File: src/rtl/qspi_rd_pkg.sv
package qspi_rd_pkg;
  typedef enum logic [2:0] {
    PH_IDLE,
    PH_CMD,
    PH_ADDR,
    PH_MODE,
    PH_DUMMY,
    PH_DATA,
    PH_GAP
  } phase_t;

  localparam logic [7:0] READ_OPCODE = 8'hEB;
  localparam logic [7:0] EXIT_MODE   = 8'hFF;
  localparam logic [3:0] CONT_NIBBLE = 4'hA;
endpackage

File: src/rtl/qrd_sclk_div.sv
module qrd_sclk_div #(
  parameter int DIV_W = 8
) (
  input  logic             clk,
  input  logic             rst_n,
  input  logic             run,
  input  logic [DIV_W-1:0] div,
  output logic             tick
);
  logic [DIV_W-1:0] cnt_q;

  assign tick = run && (cnt_q == div);

  always_ff @(posedge clk or negedge rst_n) begin
    if (!rst_n)        cnt_q <= '0;
    else if (!run)     cnt_q <= '0;
    else if (tick)     cnt_q <= '0;
    else               cnt_q <= cnt_q + 1'b1;
  end
endmodule

File: src/rtl/qrd_seq.sv
module qrd_seq
  import qspi_rd_pkg::*;
#(
  parameter int ADDR_W    = 24,
  parameter int DATA_W    = 32,
  parameter int DUMMY_CYC = 4,
  localparam int ADDR_NIB = ADDR_W / 4,
  localparam int DATA_NIB = DATA_W / 4,
  localparam int CNT_W    = $clog2(8 + ADDR_NIB + 2 + DUMMY_CYC + DATA_NIB)
) (
  input  logic              clk,
  input  logic              rst_n,
  input  logic              start,
  input  logic              skip_cmd,
  input  logic [ADDR_W-1:0] addr,
  input  logic [7:0]        mode,
  input  logic              tick,
  output logic              sclk,
  output logic              cs_n,
  output logic [3:0]        io_out,
  output logic [3:0]        io_oe,
  output logic              active,
  output logic              sample_en,
  output logic [CNT_W-1:0]  nib_idx,
  output logic              mode_done,
  output logic [3:0]        mode_hi,
  output logic              done
);
  phase_t              phase_q, phase_nx;
  logic [CNT_W-1:0]    cnt_q, last_cnt;
  logic                sclk_q, cs_n_q, done_q;
  logic [ADDR_W-1:0]   addr_q, addr_sh;
  logic [7:0]          mode_q;
  logic [2:0]          cmd_bit;

  always_comb begin
    last_cnt = '0;
    phase_nx = PH_IDLE;
    unique case (phase_q)
      PH_CMD:   begin last_cnt = CNT_W'(7);            phase_nx = PH_ADDR;  end
      PH_ADDR:  begin last_cnt = CNT_W'(ADDR_NIB - 1); phase_nx = PH_MODE;  end
      PH_MODE:  begin last_cnt = CNT_W'(1);            phase_nx = PH_DUMMY; end
      PH_DUMMY: begin last_cnt = CNT_W'(DUMMY_CYC - 1);phase_nx = PH_DATA;  end
      PH_DATA:  begin last_cnt = CNT_W'(DATA_NIB - 1); phase_nx = PH_GAP;   end
      default:  begin last_cnt = CNT_W'(1);            phase_nx = PH_IDLE;  end
    endcase
  end

  always_ff @(posedge clk or negedge rst_n) begin
    if (!rst_n) begin
      phase_q <= PH_IDLE;
      cnt_q   <= '0;
      sclk_q  <= 1'b0;
      cs_n_q  <= 1'b1;
      done_q  <= 1'b0;
      addr_q  <= '0;
      mode_q  <= '0;
    end else begin
      done_q <= 1'b0;
      if (phase_q == PH_IDLE) begin
        if (start) begin
          addr_q  <= addr;
          mode_q  <= mode;
          cnt_q   <= '0;
          sclk_q  <= 1'b0;
          cs_n_q  <= 1'b0;
          phase_q <= skip_cmd ? PH_ADDR : PH_CMD;
        end
      end else if (tick) begin
        if (phase_q == PH_GAP) begin
          if (cnt_q == last_cnt) begin
            phase_q <= PH_IDLE;
            cnt_q   <= '0;
            done_q  <= 1'b1;
          end else begin
            cnt_q <= cnt_q + 1'b1;
          end
        end else if (!sclk_q) begin
          sclk_q <= 1'b1;
        end else begin
          sclk_q <= 1'b0;
          if (cnt_q == last_cnt) begin
            cnt_q   <= '0;
            phase_q <= phase_nx;
            if (phase_q == PH_DATA) cs_n_q <= 1'b1;
          end else begin
            cnt_q <= cnt_q + 1'b1;
          end
        end
      end
    end
  end

  assign cmd_bit = 3'd7 - cnt_q[2:0];
  assign addr_sh = addr_q << (4 * cnt_q);

  always_comb begin
    io_out = 4'h0;
    io_oe  = 4'h0;
    unique case (phase_q)
      PH_CMD:  begin io_oe = 4'b0001; io_out = {3'b000, READ_OPCODE[cmd_bit]}; end
      PH_ADDR: begin io_oe = 4'hF;    io_out = addr_sh[ADDR_W-1 -: 4];         end
      PH_MODE: begin io_oe = 4'hF;    io_out = (cnt_q == '0) ? mode_q[7:4] : mode_q[3:0]; end
      default: begin io_oe = 4'h0;    io_out = 4'h0;                           end
    endcase
  end

  assign sclk      = sclk_q;
  assign cs_n      = cs_n_q;
  assign active    = (phase_q != PH_IDLE);
  assign done      = done_q;
  assign sample_en = tick && !sclk_q && (phase_q == PH_DATA);
  assign nib_idx   = cnt_q;
  assign mode_done = tick && sclk_q && (phase_q == PH_MODE) && (cnt_q == last_cnt);
  assign mode_hi   = mode_q[7:4];


  cs_idle_quiet_chk: assert property (@(posedge clk) disable iff (!rst_n)
    cs_n_q |-> (!sclk_q && io_oe == 4'h0));


  sclk_on_tick_chk: assert property (@(posedge clk) disable iff (!rst_n)
    !tick |=> $stable(sclk_q));


  lane_enable_legal_chk: assert property (@(posedge clk) disable iff (!rst_n)
    (io_oe == 4'h0) || (io_oe == 4'b0001) || (io_oe == 4'hF));
endmodule

File: src/rtl/qrd_rx.sv
module qrd_rx #(
  parameter int DATA_W = 32,
  parameter int CNT_W  = 5,
  localparam int DATA_NIB = DATA_W / 4
) (
  input  logic              clk,
  input  logic              rst_n,
  input  logic              sample_en,
  input  logic [CNT_W-1:0]  nib_idx,
  input  logic [3:0]        lanes,
  output logic [DATA_W-1:0] data
);
  logic [DATA_W-1:0] data_q;

  always_ff @(posedge clk or negedge rst_n) begin
    if (!rst_n) begin
      data_q <= '0;
    end else if (sample_en) begin
      for (int i = 0; i < DATA_NIB; i++) begin
        if (nib_idx == CNT_W'(i))
          data_q[8*(i/2) + ((i % 2 == 0) ? 4 : 0) +: 4] <= lanes;
      end
    end
  end

  assign data = data_q;
endmodule

File: src/rtl/qspi_quad_reader.sv
module qspi_quad_reader
  import qspi_rd_pkg::*;
#(
  parameter int ADDR_W    = 24,
  parameter int DATA_W    = 32,
  parameter int DUMMY_CYC = 4,
  parameter int DIV_W     = 8
) (
  input  logic              clk,
  input  logic              rst_n,
  input  logic [DIV_W-1:0]  clk_div,
  input  logic [7:0]        mode_byte,
  input  logic              exit_req,
  input  logic              req_valid,
  output logic              req_ready,
  input  logic [ADDR_W-1:0] req_addr,
  output logic              rsp_valid,
  output logic [DATA_W-1:0] rsp_data,
  output logic              busy,
  output logic              cont_mode,
  output logic              sclk,
  output logic              cs_n,
  output logic [3:0]        io_out,
  output logic [3:0]        io_oe,
  input  logic [3:0]        io_in
);
  localparam int CNT_W = $clog2(8 + ADDR_W/4 + 2 + DUMMY_CYC + DATA_W/4);

  logic             tick, active, start, sample_en, mode_done, done;
  logic [CNT_W-1:0] nib_idx;
  logic [3:0]       mode_hi;
  logic             exit_pend_q, cont_q;
  logic [7:0]       mode_sel;

  assign req_ready = !active;
  assign busy      = active;
  assign start     = req_valid && req_ready;
  assign mode_sel  = exit_pend_q ? EXIT_MODE : mode_byte;

  qrd_sclk_div #(.DIV_W(DIV_W)) u_div (
    .clk(clk), .rst_n(rst_n), .run(active), .div(clk_div), .tick(tick)
  );

  qrd_seq #(.ADDR_W(ADDR_W), .DATA_W(DATA_W), .DUMMY_CYC(DUMMY_CYC)) u_seq (
    .clk(clk), .rst_n(rst_n), .start(start), .skip_cmd(cont_q),
    .addr(req_addr), .mode(mode_sel), .tick(tick),
    .sclk(sclk), .cs_n(cs_n), .io_out(io_out), .io_oe(io_oe),
    .active(active), .sample_en(sample_en), .nib_idx(nib_idx),
    .mode_done(mode_done), .mode_hi(mode_hi), .done(done)
  );

  qrd_rx #(.DATA_W(DATA_W), .CNT_W(CNT_W)) u_rx (
    .clk(clk), .rst_n(rst_n), .sample_en(sample_en), .nib_idx(nib_idx),
    .lanes(io_in), .data(rsp_data)
  );

  always_ff @(posedge clk or negedge rst_n) begin
    if (!rst_n) begin
      exit_pend_q <= 1'b0;
      cont_q      <= 1'b0;
    end else begin
      if (start)     exit_pend_q <= 1'b0;
      if (exit_req)  exit_pend_q <= 1'b1;
      if (mode_done) cont_q <= (mode_hi == CONT_NIBBLE);
    end
  end

  assign cont_mode = cont_q;
  assign rsp_valid = done;


  cont_entry_chk: assert property (@(posedge clk) disable iff (!rst_n)
    $rose(cont_q) |-> $past(mode_done && mode_hi == CONT_NIBBLE));


  busy_ends_with_rsp_chk: assert property (@(posedge clk) disable iff (!rst_n)
    $fell(busy) |-> rsp_valid);


  rsp_single_pulse_chk: assert property (@(posedge clk) disable iff (!rst_n)
    rsp_valid |=> !rsp_valid);
endmodule

File: config.mk
export PLATFORM = sky130hd
export DESIGN_NAME = qspi_quad_reader
export DESIGN_NICKNAME = d
export VERILOG_FILES = /design/src/rtl/qspi_rd_pkg.sv /design/src/rtl/qrd_sclk_div.sv /design/src/rtl/qrd_seq.sv /design/src/rtl/qrd_rx.sv /design/src/rtl/qspi_quad_reader.sv
export SDC_FILE = /design/constraint.sdc
export NUM_CORES = 1
export LEC_CHECK = 0
export ABC_AREA = 0
export BUFFER_PORTS_ARGS = -buffer_cell sky130_fd_sc_hd__buf_2
export CORE_ASPECT_RATIO = 1.5
export CORE_MARGIN = 2
export CORE_UTILIZATION = 50
export CTS_BUF_LIST = sky130_fd_sc_hd__clkbuf_16
export DETAILED_ROUTE_END_ITERATION = 6
export PLACE_DENSITY = 0.85
export SKIP_LAST_GASP = 1
export SYNTH_ARGS = -nofsm -noshare
export SYNTH_HDL_FRONTEND = slang
export SYNTH_SLANG_ARGS = --single-unit
File: constraint.sdc
create_clock -name clk -period 2.42 [get_ports clk]
set_input_delay 0.242 -clock clk [delete_from_list [all_inputs] [get_ports clk]]
set_output_delay 0.242 -clock clk [all_outputs]
set_load 0.005 [all_outputs]
# [Word level (Yosys, flattened, before mapping)]
# Memory sizes are Yosys's and may differ from the RTL's.
# Cells that the tools add are included.
[word_totals] reg_bits=85 mem_bits_ro=8 input_bits=48 wordCells=116 n_memories=1
[mem_list] memory="(no name shown)" words=8 word_bits=1 rd=1 rd_clocked_by_memory_dff=0 wr=0 line_no="qrd_seq.sv:101" source="PH_CMD: begin io_oe = 4'b0001; io_out = {3'b000, READ_OPCODE[cmd_bit]}; end"
[op_classes] n_addsub=3 magnitude_cmp=1 eq_ne=20 shifts=1 muxes=39 reduce_logical=33
[ops] operator="$mux W5" count=6
[ops] operator="$mux W8" count=3
[ops] operator="$shl A24 B7 Y24" count=1
[ops] operator="$mux W3" count=7
[ops] operator="$eq A5 B3 Y1 const B" count=4
[ops] operator="$reduce_and A2 Y1" count=9
[ops] operator="$mux W1" count=17
[ops] operator="$pmux W3 S5" count=1
[ops] operator="$pmux W4 S3" count=1
[ops] operator="$eq A5 B2 Y1 const B" count=2
[ops] operator="$reduce_bool A2 Y1" count=5
[ops] operator="$eq A3 B3 Y1 const B" count=3
[ops] operator="$pmux W3 S3" count=1
[ops] operator="$add A8 B1 Y8 const B" count=1
[ops] operator="$eq A8 B8 Y1" count=1
[ops] operator="$pmux W4 S2" count=1
[ops] operator="$logic_and A1 B1 Y1" count=7
[ops] operator="$eq A3 B2 Y1 const B" count=2
[ops] operator="$reduce_and A3 Y1" count=2
[ops] operator="$reduce_and A6 Y1" count=1
[ops] operator="$reduce_bool A3 Y1" count=2
[ops] operator="$add A5 B1 Y5 const B" count=1
[ops] operator="$eq A5 B1 Y1 const B" count=1
[ops] operator="$eq A5 B3 Y1" count=1
[ops] operator="other kinds (15)" count=17

# [Logic depth before layout (Yosys ltp)]
# Gate-level depths: netlist of run 1.
[logic_depth] depth_word=9 ltp_mapped=8

# [By module]
# From an unflattened synthesis of run 1, not the netlist that was laid out.
[hier_totals] cells_unflattened=351 area_unflattened_um2=4315.4
[by_module_without_submodules] mod="qrd_seq" instances=1 cells_each=209 area_per_inst_um2=2396.0 seq_area_each_um2=1077.3
[by_module_without_submodules] mod="qrd_rx" instances=1 cells_each=79 area_per_inst_um2=1285.0 seq_area_each_um2=800.8
[by_module_without_submodules] mod="qrd_sclk_div" instances=1 cells_each=47 area_per_inst_um2=491.7 seq_area_each_um2=200.2
[by_module_without_submodules] mod="qspi_quad_reader" instances=1 cells_each=16 area_per_inst_um2=142.6 seq_area_each_um2=50.0

# [Worst setup path after synthesis of run 1]
# OpenSTA, ideal clock, no wires.
[synth_timing] path_type="reg-to-output" startpoint="register u_seq.cnt_q[0], in the netlist u_seq.nib_idx[0]" endpoint="output port io_out[0]" arrival_time_ns=1.805 required_ns=2.178 path_slack_ns=0.373 stages_incl_launch_ff=9 path_buffers=1 path_cell_list="dfrtp_1 > buf_2 > inv_1 > ha_1 > nor4b_2 > mux2i_1 > nor2_1 > a21oi_1 > a21oi_1"
[synth_via] elab_chain_len=4 word_cells_on_any_way=7
[synth_rtl] item="start: declaration" line_no="qrd_seq.sv:30" source="logic [CNT_W-1:0] cnt_q, last_cnt;"
[synth_rtl] item="start signal: assignment" line_no="qrd_seq.sv:76" source="cnt_q <= cnt_q + 1'b1;"
[synth_rtl] item="start signal: assignment" line_no="qrd_seq.sv:87" source="cnt_q <= cnt_q + 1'b1;"
[synth_rtl] item="$sub A3 B3 Y3" line_no="qrd_seq.sv:94" source="assign cmd_bit = 3'd7 - cnt_q[2:0];"
[synth_rtl] item="$mem_v2 Z8 W1"
[synth_rtl] item="$mux W1 (not written as such)" line_no="qrd_seq.sv:101"
[synth_rtl] item="$pmux W4 S3 (*)" line_no="qrd_seq.sv:100" source="unique case (phase_q)"
[synth_rtl] item="end: declaration" line_no="qspi_quad_reader.sv:23" source="output logic [3:0] io_out,"
# Mark *: on every way between the ends. The rest lies on a longest branch, timed or not. The select of a mux whose other input is x is not followed.

# [Worst setup path after layout of run 1]
[layout_timing] startpoint="register u_seq.phase_q[0]" endpoint="register u_rx.data_q[20], in the netlist u_rx.data[20]"
[layout_via] elab_chain_len=5 word_cells_on_any_way=6
[layout_rtl] item="start: declaration" line_no="qrd_seq.sv:29" source="phase_t phase_q, phase_nx;"
[layout_rtl] item="start signal: assignment" line_no="qrd_seq.sv:67" source="phase_q <= skip_cmd ? PH_ADDR : PH_CMD;"
[layout_rtl] item="start signal: assignment" line_no="qrd_seq.sv:84" source="phase_q <= phase_nx;"
[layout_rtl] item="$reduce_bool A3 Y1" line_no="qrd_seq.sv:110" source="assign active = (phase_q != PH_IDLE);"
[layout_rtl] item="$logic_and A1 B1 Y1" line_no="qrd_sclk_div.sv:12" source="assign tick = run && (cnt_q == div);"
[layout_rtl] item="$logic_and A1 B1 Y1" line_no="qrd_seq.sv:112" source="assign sample_en = tick && !sclk_q && (phase_q == PH_DATA);"
[layout_rtl] item="$logic_and A1 B1 Y1 (*)" line_no="qrd_seq.sv:112"
[layout_rtl] item="$reduce_and A2 Y1 (no source line) (*)"
[layout_rtl] item="end signal: indexed assignment" line_no="qrd_rx.sv:21" source="data_q[8*(i/2) + ((i % 2 == 0) ? 4 : 0) +: 4] <= lanes;"
[layout_rtl] item="end: declaration" line_no="qrd_rx.sv:13" source="logic [DATA_W-1:0] data_q;"
# Mark *: on every way between the ends. The rest lies on a longest branch, timed or not.
# A chain may end at the register's enable or synchronous reset.

==> results of run 1 <==
[Yosys cell counts (2+ instances only)]
library cell | instances | share of area (%)
sky130_fd_sc_hd__inv_1 | 13 | 1.2
sky130_fd_sc_hd__nand2_1 | 102 | 9.2
sky130_fd_sc_hd__mux2i_1 | 11 | 2.6
sky130_fd_sc_hd__or2_2 | 2 | 0.30
sky130_fd_sc_hd__buf_4 | 3 | 0.54
sky130_fd_sc_hd__nor2_1 | 21 | 1.9
sky130_fd_sc_hd__o22ai_1 | 7 | 1.1
sky130_fd_sc_hd__nor4bb_1 | 3 | 0.72
sky130_fd_sc_hd__o211a_1 | 2 | 0.48
sky130_fd_sc_hd__mux4_2 | 4 | 2.2
sky130_fd_sc_hd__dfrtp_1 | 84 | 50
sky130_fd_sc_hd__xor2_1 | 3 | 0.63
sky130_fd_sc_hd__buf_2 | 5 | 0.60
sky130_fd_sc_hd__a31oi_1 | 2 | 0.30
sky130_fd_sc_hd__a21oi_1 | 10 | 1.2
sky130_fd_sc_hd__nand3b_1 | 3 | 0.54
sky130_fd_sc_hd__clkbuf_1 | 10 | 0.90
sky130_fd_sc_hd__nor4_1 | 2 | 0.30
sky130_fd_sc_hd__and2_1 | 2 | 0.30
sky130_fd_sc_hd__xnor2_1 | 12 | 2.5
sky130_fd_sc_hd__nand3_1 | 8 | 0.96
sky130_fd_sc_hd__ha_1 | 7 | 2.1
sky130_fd_sc_hd__nor4b_1 | 3 | 0.63
sky130_fd_sc_hd__a22o_1 | 3 | 0.63
sky130_fd_sc_hd__and3_1 | 6 | 0.90
sky130_fd_sc_hd__nor3b_1 | 4 | 0.72
sky130_fd_sc_hd__mux2_2 | 33 | 8.9
sky130_fd_sc_hd__nor2b_1 | 5 | 0.75
sky130_fd_sc_hd__o21ai_0 | 16 | 1.9
sky130_fd_sc_hd__nand4_1 | 3 | 0.45
[cell usage in the layout, fill, tap and decap left out, types with 7 or more instances in the layout]
| cell | count |
|---|---|
| sky130_fd_sc_hd__o21ai_0 | 16 |
| sky130_fd_sc_hd__clkbuf_16 | 9 |
| sky130_fd_sc_hd__mux2i_1 | 11 |
| sky130_fd_sc_hd__xnor2_1 | 12 |
| sky130_fd_sc_hd__a21oi_1 | 10 |
| sky130_fd_sc_hd__nor2_1 | 21 |
| sky130_fd_sc_hd__dfrtp_1 | 83 |
| sky130_fd_sc_hd__mux2_2 | 33 |
| sky130_fd_sc_hd__nand3_1 | 8 |
| sky130_fd_sc_hd__nand2_1 | 102 |
| sky130_fd_sc_hd__o22ai_1 | 7 |
| sky130_fd_sc_hd__buf_2 | 92 |
| sky130_fd_sc_hd__inv_1 | 15 |
| sky130_fd_sc_hd__buf_4 | 10 |
[power by group through the flow]
stage                     combinational (mW)  sequential [mW]  clock (mW)
after global placement                 0.754             1.68           0
after CTS                              0.789             1.67        1.31
after detailed placement               0.775             1.69           0
final                                  0.795             1.67        1.28
after floorplan                        0.582             1.63           0
after global routing                   0.879             1.69        1.37
[worst reg2reg max path: cells and delay by family (launching register included)]
kind / cells / cell delay (ps)
flops: 1 / 590
simple gates: 4 / 1220
mux: 1 / 360
[flip-flops by register name, summed over array words and instances (netlist names)]
name,flops
cont_mode,1
exit_pend_q,1
u_div.cnt_q,8
u_rx.data,32
u_seq.addr_q,24
u_seq.cs_n,1
u_seq.done,1
u_seq.mode_q,8
u_seq.nib_idx,5
u_seq.phase_q,3
u_seq.sclk,1
[per-stage QoR]
| stage | cell area [um2] | power, mW | worst slack [ps] |
|---|---|---|---|
| after detailed placement | 4757 | 2.462 | 209.3 |
| after CTS | 5050 | 3.759 | 49.31 |
| after global routing | 5067 | 3.939 | 2.766 |
| after global placement | 4757 | 2.435 | 301.0 |
| final | 5067 | 3.751 | 120.3 |
| after floorplan | 4163 | 2.215 | 373.3 |
[layout make-up]
| type | count | area [um2] |
|---|---|---|
| sequential | 85 | 2130 |
| clock buffer | 9 | 225.2 |
| clock inverter | 6 | 48.80 |
| tap | 105 | 131.4 |
| multi-input combinational | 289 | 1918 |
| fill | 643 | 2990 |
| timing repair buffer | 104 | 565.5 |
| inverter | 13 | 48.80 |
[per-layer routing]
| metal | part of all wire [%] | wire [um] | vias up | track usage [%] |
|---|---|---|---|---|
| met5 | 0 | 0 | - | 0 |
| met4 | 2.6 | 246 | 0 | 11.46 |
| met3 | 5.8 | 542 | 28 | 4.595 |
| met2 | 52 | 4875 | 148 | 38.06 |
| met1 | 40 | 3723 | 1608 | 26.39 |
| li1 | - | - | 1585 | - |
[worst max path at each step]
| stage | startpoint | slack, ps | end |
|---|---|---|---|
| global placement | u_div.cnt_q[3]$_DFF_PN0_ | 300 | u_rx.data[5]$_DFFE_PN0P_ |
| floorplan | u_seq.nib_idx[0]$_DFFE_PN0P_ | 370 | io_out[0] |
| global route | u_seq.nib_idx[2]$_DFFE_PN0P_ | 3 | io_out[1] |
| CTS | u_seq.phase_q[1]$_DFFE_PN0P_ | 50 | io_out[0] |
| detailed placement | u_div.cnt_q[3]$_DFF_PN0_ | 210 | u_rx.data[20]$_DFFE_PN0P_ |
| finish | u_seq.phase_q[0]$_DFFE_PN0P_ | 120 | u_rx.data[20]$_DFFE_PN0P_ |
[cell families (layout without fill, tap and decap cells)]
kind of cell	Yosys count	in the layout	synth area share [%]
flops	85	85	51.13
compound gates	48	48	7.184
xor+xnor	15	15	3.156
mux	48	48	13.74
fa+ha+maj	7	7	2.104
simple gates	171	171	19.48
buf+inv	31	132	3.216
[timing repair]
action | 4_1_cts | 5_1_grt
endpoints found under the setup margin | 4 | 4
hold buffers | 1 | 0
buffers inserted | 0 | 1
gates resized for setup | 1 | 4
endpoints found under the hold margin | 37 | 0
==> flow_summary_export.csv, run 1 <==
group,metric,value,unit
global_route,total_routing_resource_utilization_after_global_routing,22.23,%
worst_setup_path,critical_path.max_fanout,14,
timing,period_minus_slack,2300,ps
placement,portBuffers,93,
timing,final.period_utilization,95.03,%
flow_run,max_cap_violations,0,
detailed_routing,drtAntennaViolNets,0,
power_and_ir_drop,p_sw,1.090,mW
power_and_ir_drop,power.ir.vdd_worst,413.0,uV
detailed_routing,wl_per_cell,15.36,um
synth,yosysWarnings,0,
power_and_ir_drop,power.static_leakage,2.736,nW
power_and_ir_drop,seqPwrFrac,44.6,%
worst_setup_path,crit-reg2reg-capture,"u_rx.data[20]$_DFFE_PN0P_",
worst_setup_path,critical_path_arrival,2520,ps
worst_setup_path,startpoint_of_the_most_critical_register_to_register_path,"u_seq.phase_q[0]$_DFFE_PN0P_",
global_route,initial_antenna_violation_count,0,
synth,synth_sequential_area_ratio,51.13,%
detailed_routing,detailroute.via_count,3369,
power_and_ir_drop,power_frac_clock,34.2,%
die,fp.dieW,78.50,um
timing,setup_viol_count_final,0,
detailed_routing,length_of_the_first_detailed_routing_pass_in_iterations,7,
die,placeableCoreArea,8058,um2
worst_setup_path,worstRegToRegCells,5,
detailed_routing,drc,0,
timing,max_slew.worst_pin.slew,550.5,ps
timing,relSlewSlack,63.05,%
synth,syn-num-nets,460,
die,top_level_ports,94,
worst_setup_path,critical_path.startpoint_type,"flop",
die,die_area,9086,um2
finish,syn2layout_area_growth,21.73,%
worst_hold_path,min_path_type,"in -> reg",
worst_setup_path,critical-path-max-stage-delay,590,ps
worst_hold_path,whs_endpoint,"exit_pend_q$_DFFE_PN0P_",
worst_hold_path,min_from,"exit_req",
finish,final_layout_size_suffix_gt1_share,31.42,%
worst_setup_path,r2r_setup_slack,120,ps
clock_tree,clock_latency,330,ps
run_status,run_status,"completed",
detailed_routing,post_drt_via_cell_ratio,5.514,
global_route,grt_pass1_vias,3356,
worst_setup_path,critical_path.n_buffers_inverters,0,
synth,syn-cell-area,4163,um2
clock_tree,cts_tree,"done",
global_route,grt_start_max_net_pins,48,
synth,netlist_instances,405,
global_route,grt_pass1_wl,15.67,mm
synth,syn_avg_cell_area,10.28,um2
die,chipHeight,115.8,um
synth,synth_enable_flop_cells,0,
timing,skew,5.289,ps
power_and_ir_drop,pwr-share-comb,21.2,%
finish,design.final.nets,557,
synth,flip_flop_cell_with_the_highest_count_after_synthesis,"sky130_fd_sc_hd__dfrtp_1",
global_route,globalRoute.totalOverflow,0,
worst_setup_path,timing_worst_setup_path_type,"reg -> reg",
worst_setup_path,end_kind,"flop",
synth,ys_seq_elements,85,
synth,async_flop_share,100.0,%
finish,layoutNonFillerInstCount,611,
synth,synthDistinctLibCells,46,
timing,final-max-slew-violation-count,0,
power_and_ir_drop,sw_frac_of_total,29.06,%
detailed_routing,detail_route.wirelength,9.387,mm
power_and_ir_drop,power.density_cell_area,740.1,nW/um2
detailed_routing,drt_first_iter_violations,212,
timing,hold_violations,0,
worst_setup_path,worst_path_cell_trace,"nor2b_1 > nand4_1 > nor4_4 > nand3_1 > mux2_2",
timing,clock.fmax,0.4348,GHz
worst_setup_path,path_delay_family,"simple AND/OR/NAND/NOR gates",
timing,tns,0,ps
finish,finalCoreUtilization,62.89,%
worst_setup_path,worst-path-stages,5,
clock_tree,tritoncts.num_buffers,9,
worst_hold_path,whs_path_depth,2,
clock_tree,clock_sinks,85,
clock_tree,cts_htree_levels,3,
placement,dp.cells,594,
placement,gpl.final_weighted_congestion,0.8650,
worst_setup_path,cp_slowest_cell,"sky130_fd_sc_hd__dfrtp_1",
timing,unrepaired_setup_endpoints_after_global_routing,"no",
power_and_ir_drop,internal,2.661,mW
finish,diodes,0,
die,starting_density,51.66,%
worst_setup_path,cp.required,2640,ps
timing,holdWs,86.76,ps
die,placementRows,40,
clock_tree,max-clock-path-buffers,2,
clock_tree,clkTransAtPathRegs,60,ps
clock_tree,root_buffer,"sky130_fd_sc_hd__clkbuf_16",
placement,dp_hpwl,6.936,mm
(Power assumes the default switching activity.)
==> inputs of run 2 (changes only) <==
--- a/config.mk
+++ b/config.mk
@@ -7,12 +7,11 @@
 export LEC_CHECK = 0
 export ABC_AREA = 0
 export BUFFER_PORTS_ARGS = -buffer_cell sky130_fd_sc_hd__buf_2
-export CORE_ASPECT_RATIO = 1.5
 export CORE_MARGIN = 2
 export CORE_UTILIZATION = 50
 export CTS_BUF_LIST = sky130_fd_sc_hd__clkbuf_16
 export DETAILED_ROUTE_END_ITERATION = 6
-export PLACE_DENSITY = 0.85
+export PLACE_DENSITY = 0.75
 export SKIP_LAST_GASP = 1
 export SYNTH_ARGS = -nofsm -noshare
 export SYNTH_HDL_FRONTEND = slang
==> flow_summary_export.csv, run 2 (synthesis gave the netlist of run 1 again) <==
group,metric,value,unit
detailed_routing,post_drt_via_cell_ratio,5.395,
power_and_ir_drop,power.static_leakage,2.737,nW
worst_setup_path,path_delay_family,"buffers and inverters",
clock_tree,clock_sinks,85,
timing,hold_violations,0,
finish,finalCoreUtilization,62.82,%
detailed_routing,wl_per_cell,15.63,um
detailed_routing,detail_route.wirelength,9.565,mm
global_route,globalRoute.totalOverflow,0,
placement,gpl.final_weighted_congestion,0.8171,
clock_tree,clkTransAtPathRegs,60,ps
die,top_level_ports,94,
worst_setup_path,end_kind,"primary output",
worst_setup_path,crit_path_start,"u_seq.nib_idx[0]$_DFFE_PN0P_",
finish,layout.cell_area.non_filler,5110,um2
die,placeableCoreArea,8134,um2
worst_setup_path,critical_path_arrival,2040,ps
finish,design.final.nets,557,
run_status,run_status,"completed",
global_route,groute.layer.met2.usage,35.50,%
finish,largest_register_ff_count,32,
clock_tree,cts_tree,"done",
detailed_routing,detailroute.via_count,3302,
worst_setup_path,worst_path_cell_trace,"inv_1 > ha_4 > nor4b_4 > buf_4 > mux2i_1 > nor2_1 > a21oi_1 > a21oi_1 > buf_2",
worst_setup_path,critical_path.max_fanout,4,
timing,holdWs,91.59,ps
timing,period_minus_slack,2281,ps
clock_tree,clock_latency,340,ps
timing,relSlewSlack,61.57,%
die,chipHeight,95.25,um
finish,diodes,0,
finish,final_layout_size_suffix_gt1_share,32.74,%
finish,layout_commonest_cell,"sky130_fd_sc_hd__nand2_1",
timing,max_slew.worst_pin.slew,576.4,ps
worst_hold_path,min_from,"req_addr[0]",
finish,ff_latch_area,2132,um2
global_route,total_routing_resource_utilization_after_global_routing,21.87,%
global_route,initial_antenna_violation_count,0,
clock_tree,cts_htree_levels,3,
clock_tree,tritoncts.num_buffers,9,
global_route,use_met3,5.455,%
worst_setup_path,critical-path-max-stage-delay,380,ps
worst_setup_path,startpoint_of_the_most_critical_register_to_register_path,"u_seq.phase_q[0]$_DFFE_PN0P_",
detailed_routing,drt_first_iter_violations,241,
finish,layout_common_cells,"sky130_fd_sc_hd__nand2_1, sky130_fd_sc_hd__buf_2, sky130_fd_sc_hd__dfrtp_1, sky130_fd_sc_hd__mux2_2, sky130_fd_sc_hd__nor2_1",
die,placementRows,33,
finish,syn2layout_area_growth,22.75,%
flow_run,max_cap_violations,0,
detailed_routing,drc,0,
worst_setup_path,critical_path.n_buffers_inverters,3,
timing,tns,0,ps
global_route,grt_start_max_net_pins,46,
power_and_ir_drop,power.ir.vdd_worst,394.4,uV
detailed_routing,drtAntennaViolNets,0,
clock_tree,root_buffer,"sky130_fd_sc_hd__clkbuf_16",
timing,clock.fmax,0.4384,GHz
global_route,grt_pass1_vias,3234,
power_and_ir_drop,power.density_cell_area,758.5,nW/um2
worst_setup_path,cp.required,2180,ps
global_route,grt_pass1_wl,15.19,mm
power_and_ir_drop,power,3.876,mW
global_route,gr_busiest_metal,"met2",
worst_setup_path,timing_worst_setup_path_type,"reg -> out",
worst_setup_path,critical-path-top-cell-by-count,"sky130_fd_sc_hd__a21oi_1",
finish,nFillCells,659,
placement,dp_hpwl,6.878,mm
timing,setup_viol_count_final,0,
timing,final-max-slew-violation-count,0,
die,die_area,9072,um2
finish,multi_input_logic_area,1928,um2
worst_setup_path,critical_path.startpoint_type,"flop",
worst_hold_path,min_path_type,"in -> reg",
die,fp.dieW,95.25,um
timing,final.period_utilization,94.26,%
global_route,groute.layer.met1.usage,28.60,%
worst_setup_path,cp_slowest_cell,"sky130_fd_sc_hd__dfrtp_1",
die,starting_density,51.18,%
timing,unrepaired_setup_endpoints_after_global_routing,"yes",
timing,skew,10.21,ps
placement,placed_instance_area,4757,um2
clock_tree,max-clock-path-buffers,2,
detailed_routing,length_of_the_first_detailed_routing_pass_in_iterations,4,
placement,portBuffers,93,
## run 2: final timing paths
path                                          endpoint  slack [ps]  depth (start not counted)
max in group asynchronous       u_seq.cs_n$_DFFE_PN1P_        1310                          3
hold reg to reg            u_seq.addr_q[4]$_DFFE_PN0P_         480                          2
min in group asynchronous     u_div.cnt_q[2]$_DFF_PN0_         440                          2
setup reg to reg              u_rx.data[5]$_DFFE_PN0P_         250                          6
hold / removal             u_seq.addr_q[0]$_DFFE_PN0P_          90                          3
setup / recovery                             io_out[0]         140                          9
## run 2: worst reg2reg max path, stage by stage (launching register included)
cell and delay [ps]:
sky130_fd_sc_hd__dfrtp_1 570, sky130_fd_sc_hd__nor2b_1 330, sky130_fd_sc_hd__nand4_1 200, sky130_fd_sc_hd__nor4_4 240, sky130_fd_sc_hd__buf_4 200, sky130_fd_sc_hd__nand3b_1 190, sky130_fd_sc_hd__mux2_2 330
## run 2: layout make-up
class	count	area share (%)
flip-flops and latches	85	41.72
multi-input cells	289	37.73
repair buffers	104	11.07
clock buffers	9	4.407
well taps	105	2.571
clock inverters	7	1.543
inverters	13	0.9549
## run 2: layer usage
| metal | wire (um) | share of wire, % |
|---|---|---|
| met1 | 4170 | 44 |
| met2 | 4692 | 49 |
| met3 | 545 | 5.7 |
| met4 | 157 | 1.6 |
| met5 | 0 | 0 |
## run 2: repair_timing
action,CTS,global route
buffers inserted,0,1
endpoints found under the setup margin,3,11
endpoints found under the hold margin,44,0
resized for setup,2,6
pin swaps,0,1
hold buffers,1,0
## run 2: per-stage QoR
stage / worst slack (ps) / cells
5_1_grt: -12.75 / 612
3_3_place_gp: 273.6 / 594
4_1_cts: 2.689 / 611
2_1_floorplan: 373.3 / 405
6_report: 139.0 / 612
3_5_place_dp: 210.9 / 594
## run 2: power breakdown
group | leakage [nW] | total [mW] | internal (mW) | switching [mW]
Combinational | 1.45 | 0.814 | 0.365 | 0.449
Sequential | 1.14 | 1.67 | 1.52 | 0.146
Clock | 0.146 | 1.40 | 0.814 | 0.582
